[config.mk]
export PLATFORM = sky130hd
export DESIGN_NAME = sref_pwr_ctrl
export DESIGN_NICKNAME = d
export VERILOG_FILES = /design/src/rtl/sref_pkg.sv /design/src/rtl/sref_idle_timer.sv /design/src/rtl/sref_exit_timer.sv /design/src/rtl/sref_fsm.sv /design/src/rtl/sref_pwr_ctrl.sv
export SDC_FILE = /design/constraint.sdc
export NUM_CORES = 1
export LEC_CHECK = 0
export ABC_AREA = 1
export BUFFER_PORTS_ARGS = -buffer_cell sky130_fd_sc_hd__buf_2
export CORE_MARGIN = 4
export CORE_UTILIZATION = 50
export DETAILED_ROUTE_END_ITERATION = 16
export MAX_ROUTING_LAYER = met4
export PLACE_DENSITY = 0.81
export SYNTH_ARGS = -nofsm -noshare
export SYNTH_HDL_FRONTEND = slang
export SYNTH_SLANG_ARGS = --single-unit
[constraint.sdc]
create_clock -name clk -period 4.3 [get_ports clk]
set_clock_uncertainty 0.15 [all_clocks]
set_input_delay 1.29 -clock clk [delete_from_list [all_inputs] [get_ports clk]]
set_output_delay 1.29 -clock clk [all_outputs]
set_load 0.01 [all_outputs]
[src/rtl/sref_pkg.sv]
package sref_pkg;

  typedef enum logic [2:0] {
    ST_NORM = 3'd0,
    ST_PD   = 3'd1,
    ST_SR1  = 3'd2,
    ST_SRPD = 3'd3,
    ST_SR2  = 3'd4,
    ST_SRX  = 3'd5
  } sr_state_t;

  localparam int BIT_AUTO = 0;
  localparam int BIT_REQ  = 5;
  localparam int BIT_HOLD = 6;

  localparam logic [2:0] MODE_NORM = 3'd1;
  localparam logic [2:0] MODE_PD   = 3'd2;
  localparam logic [2:0] MODE_SR   = 3'd3;

  function automatic logic [2:0] mode_of(sr_state_t s);
    case (s)
      ST_NORM: mode_of = MODE_NORM;
      ST_PD:   mode_of = MODE_PD;
      default: mode_of = MODE_SR;
    endcase
  endfunction

  function automatic logic [1:0] sub_of(sr_state_t s);
    case (s)
      ST_SR1:  sub_of = 2'd1;
      ST_SRPD: sub_of = 2'd2;
      ST_SR2:  sub_of = 2'd3;
      default: sub_of = 2'd0;
    endcase
  endfunction

endpackage

[src/rtl/sref_idle_timer.sv]
module sref_idle_timer #(
  parameter int IDLE_CYC = 8,
  parameter int W        = 4
) (
  input  logic clk,
  input  logic rst,
  input  logic en,
  output logic done
);
  logic [W-1:0] cnt;

  assign done = en && (cnt == W'(IDLE_CYC - 1));

  always_ff @(posedge clk) begin
    if (rst || !en) cnt <= '0;
    else if (!done) cnt <= cnt + 1'b1;
  end
endmodule

[src/rtl/sref_exit_timer.sv]
module sref_exit_timer #(
  parameter int EXIT_W = 10
) (
  input  logic              clk,
  input  logic              rst,
  input  logic              load,
  input  logic [EXIT_W-1:0] load_val,
  output logic              done
);
  logic [EXIT_W-1:0] cnt;

  assign done = (cnt == '0);

  always_ff @(posedge clk) begin
    if (rst)             cnt <= '0;
    else if (load)       cnt <= load_val;
    else if (cnt != '0)  cnt <= cnt - 1'b1;
  end
endmodule

[src/rtl/sref_fsm.sv]
module sref_fsm
  import sref_pkg::*;
(
  input  logic      clk,
  input  logic      rst,
  input  logic      auto_en,
  input  logic      sw_req,
  input  logic      sw_hold,
  input  logic      q_empty,
  input  logic      idle_done,
  input  logic      exit_done,
  output sr_state_t state,
  output logic      idle_en,
  output logic      exit_load,
  output logic [2:0] mode_q,
  output logic [1:0] sub_q,
  output logic      sr_enter_q,
  output logic      sr_exit_q,
  output logic      pd_enter_q,
  output logic      pd_exit_q
);
  sr_state_t nxt;
  logic      enter_ok;

  assign enter_ok = sw_req && sw_hold && q_empty;
  assign idle_en  = (state == ST_NORM) && auto_en && q_empty && !(sw_req && sw_hold);

  always_comb begin
    nxt = state;
    case (state)
      ST_NORM: begin
        if (enter_ok)       nxt = ST_SR1;
        else if (idle_done) nxt = ST_PD;
      end
      ST_PD: begin
        if (enter_ok)                nxt = ST_SR1;
        else if (!q_empty || !auto_en) nxt = ST_NORM;
      end
      ST_SR1, ST_SR2: begin
        if (!sw_hold) nxt = sw_req ? ST_SRPD : ST_SRX;
      end
      ST_SRPD: begin
        if (!sw_req) nxt = sw_hold ? ST_SR2 : ST_SRX;
      end
      ST_SRX: begin
        if (exit_done) nxt = ST_NORM;
      end
      default: nxt = ST_NORM;
    endcase
  end

  assign exit_load = (state != ST_SRX) && (nxt == ST_SRX);

  always_ff @(posedge clk) begin
    if (rst) begin
      state      <= ST_NORM;
      mode_q     <= MODE_NORM;
      sub_q      <= 2'd0;
      sr_enter_q <= 1'b0;
      sr_exit_q  <= 1'b0;
      pd_enter_q <= 1'b0;
      pd_exit_q  <= 1'b0;
    end else begin
      state      <= nxt;
      mode_q     <= mode_of(nxt);
      if (nxt != ST_SRX) sub_q <= sub_of(nxt);
      sr_enter_q <= (state == ST_NORM || state == ST_PD) && (nxt == ST_SR1);
      sr_exit_q  <= exit_load;
      pd_enter_q <= ((state == ST_NORM) && (nxt == ST_PD)) ||
                    ((state == ST_SR1 || state == ST_SR2) && (nxt == ST_SRPD));
      pd_exit_q  <= ((state == ST_PD) && (nxt == ST_NORM)) ||
                    ((state == ST_SRPD) && (nxt == ST_SR2));
    end
  end
endmodule

[src/rtl/sref_pwr_ctrl.sv]
module sref_pwr_ctrl
  import sref_pkg::*;
#(
  parameter int EXIT_W   = 10,
  parameter int IDLE_CYC = 8
) (
  input  logic              clk,
  input  logic              rst,
  input  logic [7:0]        pwr_ctl,
  input  logic              queue_empty,
  input  logic [EXIT_W-1:0] exit_cycles,
  output logic [9:0]        stat_word,
  output logic              sr_enter,
  output logic              sr_exit,
  output logic              pd_enter,
  output logic              pd_exit
);
  localparam int IDLE_W = $clog2(IDLE_CYC + 1);

  sr_state_t  st;
  logic       idle_en, idle_done, exit_load, exit_done;
  logic [2:0] mode_q;
  logic [1:0] sub_q;
  logic       unused_ctl;

  assign unused_ctl = ^{pwr_ctl[7], pwr_ctl[4:1]};

  sref_idle_timer #(.IDLE_CYC(IDLE_CYC), .W(IDLE_W)) u_idle (
    .clk(clk), .rst(rst), .en(idle_en), .done(idle_done)
  );

  sref_exit_timer #(.EXIT_W(EXIT_W)) u_exit (
    .clk(clk), .rst(rst), .load(exit_load), .load_val(exit_cycles), .done(exit_done)
  );

  sref_fsm u_fsm (
    .clk(clk), .rst(rst),
    .auto_en(pwr_ctl[BIT_AUTO]), .sw_req(pwr_ctl[BIT_REQ]), .sw_hold(pwr_ctl[BIT_HOLD]),
    .q_empty(queue_empty), .idle_done(idle_done), .exit_done(exit_done),
    .state(st), .idle_en(idle_en), .exit_load(exit_load),
    .mode_q(mode_q), .sub_q(sub_q),
    .sr_enter_q(sr_enter), .sr_exit_q(sr_exit), .pd_enter_q(pd_enter), .pd_exit_q(pd_exit)
  );

  assign stat_word = {sub_q, 5'd0, mode_q};
endmodule

* After elaboration in Yosys (flattened, before gate mapping)
Cells that the tools add are included.
Word-level totals: bits in registers 26, word-level logic and storage cells 66
Operators by class: add/subtract/negate cells 2, equality and inequality tests 13, mux-type cells 14, reduce and logical (&&, ||, !) cells 28
Operators with widths (number):
- $mux 3 | 8
- $mux 10 | 2
- $pmux 3 s5 | 1
- $eq 3x2->1 const B | 4
- $eq 3x3->1 const B | 4
- $logic_and 1x1->1 | 12
- $logic_not 10->1 | 1
- $reduce_bool 10->1 | 1
- $sub 10x1->10 const B | 1
- $eq 3x1->1 const B | 2
- $logic_not 3->1 | 2
- $logic_or 1x1->1 | 6
- $ne 3x3->1 const B | 2
- $pmux 2 s3 | 1
- $add 4x1->4 const B | 1
- $eq 4x3->1 const B | 1
- $logic_not 1->1 | 4
- $pmux 2 s2 | 1
- $reduce_bool 2->1 | 1
- $reduce_or 2->1 | 1
- $mux 1 | 1

* Depth between registers and ports, before layout
word-level depth 11, depth in mapped cells 12, mapped depth without buffers 12

* Hierarchy
A second synthesis with hierarchy kept.
Second synthesis, totals: cell total of the unflattened synthesis 263, area, all modules 1632.8 sq um
Modules (own cells, without submodules):
- sref_exit_timer | times used 1, cells each 122, area an instance 716.9 sq um, sequential area each 200.2 sq um
- sref_fsm | times used 1, cells each 100, area an instance 646.9 sq um, sequential area each 220.2 sq um
- sref_idle_timer | times used 1, cells each 35, area an instance 227.7 sq um, sequential area each 80.1 sq um
- sref_pwr_ctrl | times used 1, cells each 6, area an instance 41.3 sq um, sequential area each 0.0 sq um

* Least setup slack after synthesis
Ideal clock, no wire load.
kind input to register, start point in pwr_ctl[5], end point reg u_exit.cnt[3], library setup time 132 ps, data arrival time 2176 ps, data required time 4018 ps, path slack 1841 ps, stages 11, buffers on the path 1, cells stage by stage nand2_1 > nand3_1 > nor2_1 > nand2_1 > nand2_1 > inv_1 > nand2_2 > nand3_4 > buf_6 > nand3_1 > a21oi_1
Between the ends: cells in the longest elaborated chain, start to end 10
Ends and longest elaborated chain:
- from (decl) | RTL line sref_pwr_ctrl.sv:9 | input logic [7:0] pwr_ctl,
- $logic_and 1x1->1 | RTL line sref_fsm.sv:25, sref_fsm.sv:26
- $logic_not 1->1 | RTL line sref_fsm.sv:26 | assign idle_en = (state == ST_NORM) && auto_en && q_empty && !(sw_req && sw_hold);
- $logic_and 1x1->1 | RTL line sref_fsm.sv:26
- $logic_and 1x1->1 | RTL line sref_idle_timer.sv:12 | assign done = en && (cnt == W'(IDLE_CYC - 1));
- $mux 3 | RTL line sref_fsm.sv:33 | else if (idle_done) nxt = ST_PD;
- $mux 3 | RTL line sref_fsm.sv:32 | if (enter_ok) nxt = ST_SR1;
- $pmux 3 s5 (*) | RTL line sref_fsm.sv:30 | case (state)
- $eq 3x3->1 (*) | RTL line sref_fsm.sv:52 | assign exit_load = (state != ST_SRX) && (nxt == ST_SRX);
- $logic_and 1x1->1 (*) | RTL line sref_fsm.sv:52
- $mux 10 / $reduce_bool 2->1 (equally long branches)
- to (signal assigned) | RTL line sref_exit_timer.sv:16 | else if (load) cnt <= load_val;
- to (signal assigned) | RTL line sref_exit_timer.sv:17 | else if (cnt != '0) cnt <= cnt - 1'b1;
- to (decl) | RTL line sref_exit_timer.sv:10 | logic [EXIT_W-1:0] cnt;
Mark *: on every way between the ends. The rest lies on a longest branch, timed or not. A chain may end at the register's enable or synchronous reset.

* Worst setup path in the final report
Same ends and word-level chain as after synthesis.

==> flow_summary.toml <==
[floorplanning]
chipWidth_um = 60.0
floorplan.rows = 18
initial_utilization_pct = 53.5
io_pins = 35
coreArea_um2 = 2520
dieArea_um2 = 3600
die_h_um = 60.0

[drt]
routed_wl_um = 2490
via_per_inst = 4.73
wire_per_inst_um = 10.1
first_pass_iters = 4
drt-initial-drc-count = 48
met1_length_um = 1220
final_antenna_net_count = 0
wl_met2_um = 1130
top_layer = "met4"
drc = 0
wl_met3_um = 116
vias = 1163

[final_layout]
layout-drive-gt1-share_pct = 18.1
diodes = 0
area_growth_pct = 10.2
num-nets-final = 240
stdcell_area_um2 = 1490
layout_common_cells = "nand2_1, inv_1, dfxtp_1, buf_2, nor2_1"
final_common_cell = "nand2_1"

[critical_path]
cp_max_fo = 15
r2r_setup_slack_ns = 2.26
startpoint = "pwr_ctl[5]"
crit_arrival_ns = 2.65
r2r-start = "u_exit.cnt[0]$_SDFFE_PP0P_"
endpoint_kind = "flop"
worstPathRequired_ns = 4.40
critical_path.endpoint = "u_exit.cnt[3]$_SDFFE_PP0P_"
r2r_cells = 11
start_kind = "primary input"
reg2reg_to = "u_exit.cnt[3]$_SDFFE_PP0P_"
critPathKind = "in -> reg"

[clock_tree]
post_cts_resized = 0
numCtsBuffers = 3
h-tree-depth = 1
root_buffer = "clkbuf_4"
cts_tree = "yes"
path_clk_slew_ns = 0.13
ctsHoldBuffers = 0
clk_latency_ns = 0.31
cts_setup_buffers = 0
clockBufferDepth = 2
cts.sinks = 25

[hold_path]
hold_class = "reg -> reg"

[flow_run]
cap_violations = 0

[global_routing]
grt_antenna_before_repair = 0
grt_max_degree = 17
grt_pass1_vias = 1039
grt_remaining_overflow = 0
grt_use_total_pct = 16.1
grt_pass1_wl_um = 4300

[power]
p_leak_nw = 0.754
comb_power_share_pct = 47.2
cellPowerDensity_nw_per_um2 = 512
irDropWorstVdd_mv = 0.330
p_clk_share_pct = 13.5
p_sw_uw = 298
swShare_pct = 39.1
p_int_uw = 464
seq_power_share_pct = 39.3

[sta]
min_period_ns = 2.55
fmax_mhz = 392
hold_viol = 0
fin_crit_sh_pct = 59.3
setup_ws_ns = 1.75
setup_viol = 0
drv_slew = 0
rsz0062_at_grt = "no"
fin_tns_setup_ns = 0

[placed_design]
io_buffers = 23
place_area_um2 = 1460
dp_slack_ns = 1.41
gp_congestion = 0.931
dpl.hpwl_um = 1980

[yosys]
netlist_area_um2 = 1350
ys_ff_latch = 25
yosysTopAreaCell = "dfxtp_1"
synth_top_area_share_pct = 37.1
yosysWarnings = 0
syn_inst = 192
avgSynthCellArea_um2 = 7.03
synth.distinct_cells = 25
yosysSeqAreaShare_pct = 37.1
synth.area.top_cells = "dfxtp_1, nand2_1, inv_1"

[run_status]
status = "finished clean"
[synthesized netlist by cell type]
library cell and number:
a21oi_1 14, buf_4 6, buf_6 1, clkbuf_1 1, conb_1 1, dfxtp_1 25
ha_1 2, inv_1 26, inv_2 2, nand2_1 43, nand2_2 2, nand3_1 16
nand3_2 1, nand3_4 2, nand4_1 2, nor2_1 20, nor2_2 2, nor2_4 2
nor3_1 5, o211ai_1 1, o21ai_0 5, o22ai_1 1, or2_2 2, xnor2_1 2
xor2_1 8
[cell families (layout without fill, tap and decap cells)]
family	count (synthesis)	count (layout)	synth area share (%)
other	1	6	0.278
flip-flops	25	25	37.1
AND/OR/NAND/NOR	97	97	34.0
AO/OA/AOI/OAI	21	21	8.06
XOR/XNOR	10	10	6.49
buffers and inverters	36	55	12.2
adder cells (fa/ha/maj)	2	2	1.85
[metrics by stage]
stage | cells | hold WS, ns | power, mW | util (%)
2_1_floorplan | 197 | 0.319 | 0.610 | -
3_5_place_dp | 242 | 0.346 | 0.666 | 57.9
6_report | 246 | 0.365 | 0.762 | 59.0
4_1_cts | 246 | 0.365 | 0.770 | 59.0
5_1_grt | 246 | 0.389 | 0.848 | 59.0
3_3_place_gp | 242 | 0.336 | 0.657 | 57.9
[cell type report]
| type | instances | area (um2) |
|---|---|---|
| clock buffers | 4 | 26.3 |
| fillers | 259 | 1030 |
| inverters | 28 | 105 |
| multi-input cells | 136 | 703 |
| flip-flops and latches | 25 | 500 |
| well taps | 30 | 37.5 |
| repair buffers | 23 | 115 |
[worst max-delay path: stages]
cell and delay (ns):
buf_2 0.12, nand2_1 0.06, nand3_1 0.08, nor2_1 0.19, nand2_1 0.10, nand2_1 0.09, inv_1 0.05, nand2_2 0.09
nand3_4 0.17, inv_2 0.18, nand2_1 0.08, a21oi_1 0.14
[routing by layer]
metal  vias up  track usage (%)
met5         -                -
met4         0             3.80
met3         2             3.89
met2        23             25.2
met1       499             21.1
li1        639                -
[how the worst min path moves through the flow]
stage	cells past startpoint	slack (ns)	endpoint	from
detailed placement	2	0.35	u_exit.cnt[1]$_SDFFE_PP0P_	u_exit.cnt[1]$_SDFFE_PP0P_
finish	2	0.36	u_exit.cnt[1]$_SDFFE_PP0P_	u_exit.cnt[1]$_SDFFE_PP0P_
global placement	2	0.34	u_idle.cnt[0]$_SDFFE_PP0N_	u_idle.cnt[0]$_SDFFE_PP0N_
floorplan	2	0.32	u_idle.cnt[0]$_SDFFE_PP0N_	u_idle.cnt[0]$_SDFFE_PP0N_
global route	2	0.39	u_idle.cnt[0]$_SDFFE_PP0N_	u_idle.cnt[0]$_SDFFE_PP0N_
CTS	2	0.36	u_exit.cnt[1]$_SDFFE_PP0P_	u_exit.cnt[1]$_SDFFE_PP0P_
[flip-flops by register name, summed over array words and instances, names as in the netlist]
name,count
u_fsm.pd_enter_q,1
u_fsm.mode_q,2
u_fsm.state,3
u_fsm.pd_exit_q,1
u_idle.cnt,4
u_exit.cnt,10
u_fsm.sr_enter_q,1
u_fsm.sr_exit_q,1
u_fsm.sub_q,2
[power groups by stage]
stage                     clock (mW)  sequential, mW  combinational (mW)
after floorplan                    0           0.301               0.309
after global placement             0           0.303               0.354
after detailed placement           0           0.305               0.361
after CTS                      0.107           0.300               0.362
after global routing           0.119           0.305               0.424
final                          0.103           0.299               0.359
No activity file was read; power rests on OpenSTA's default activity.
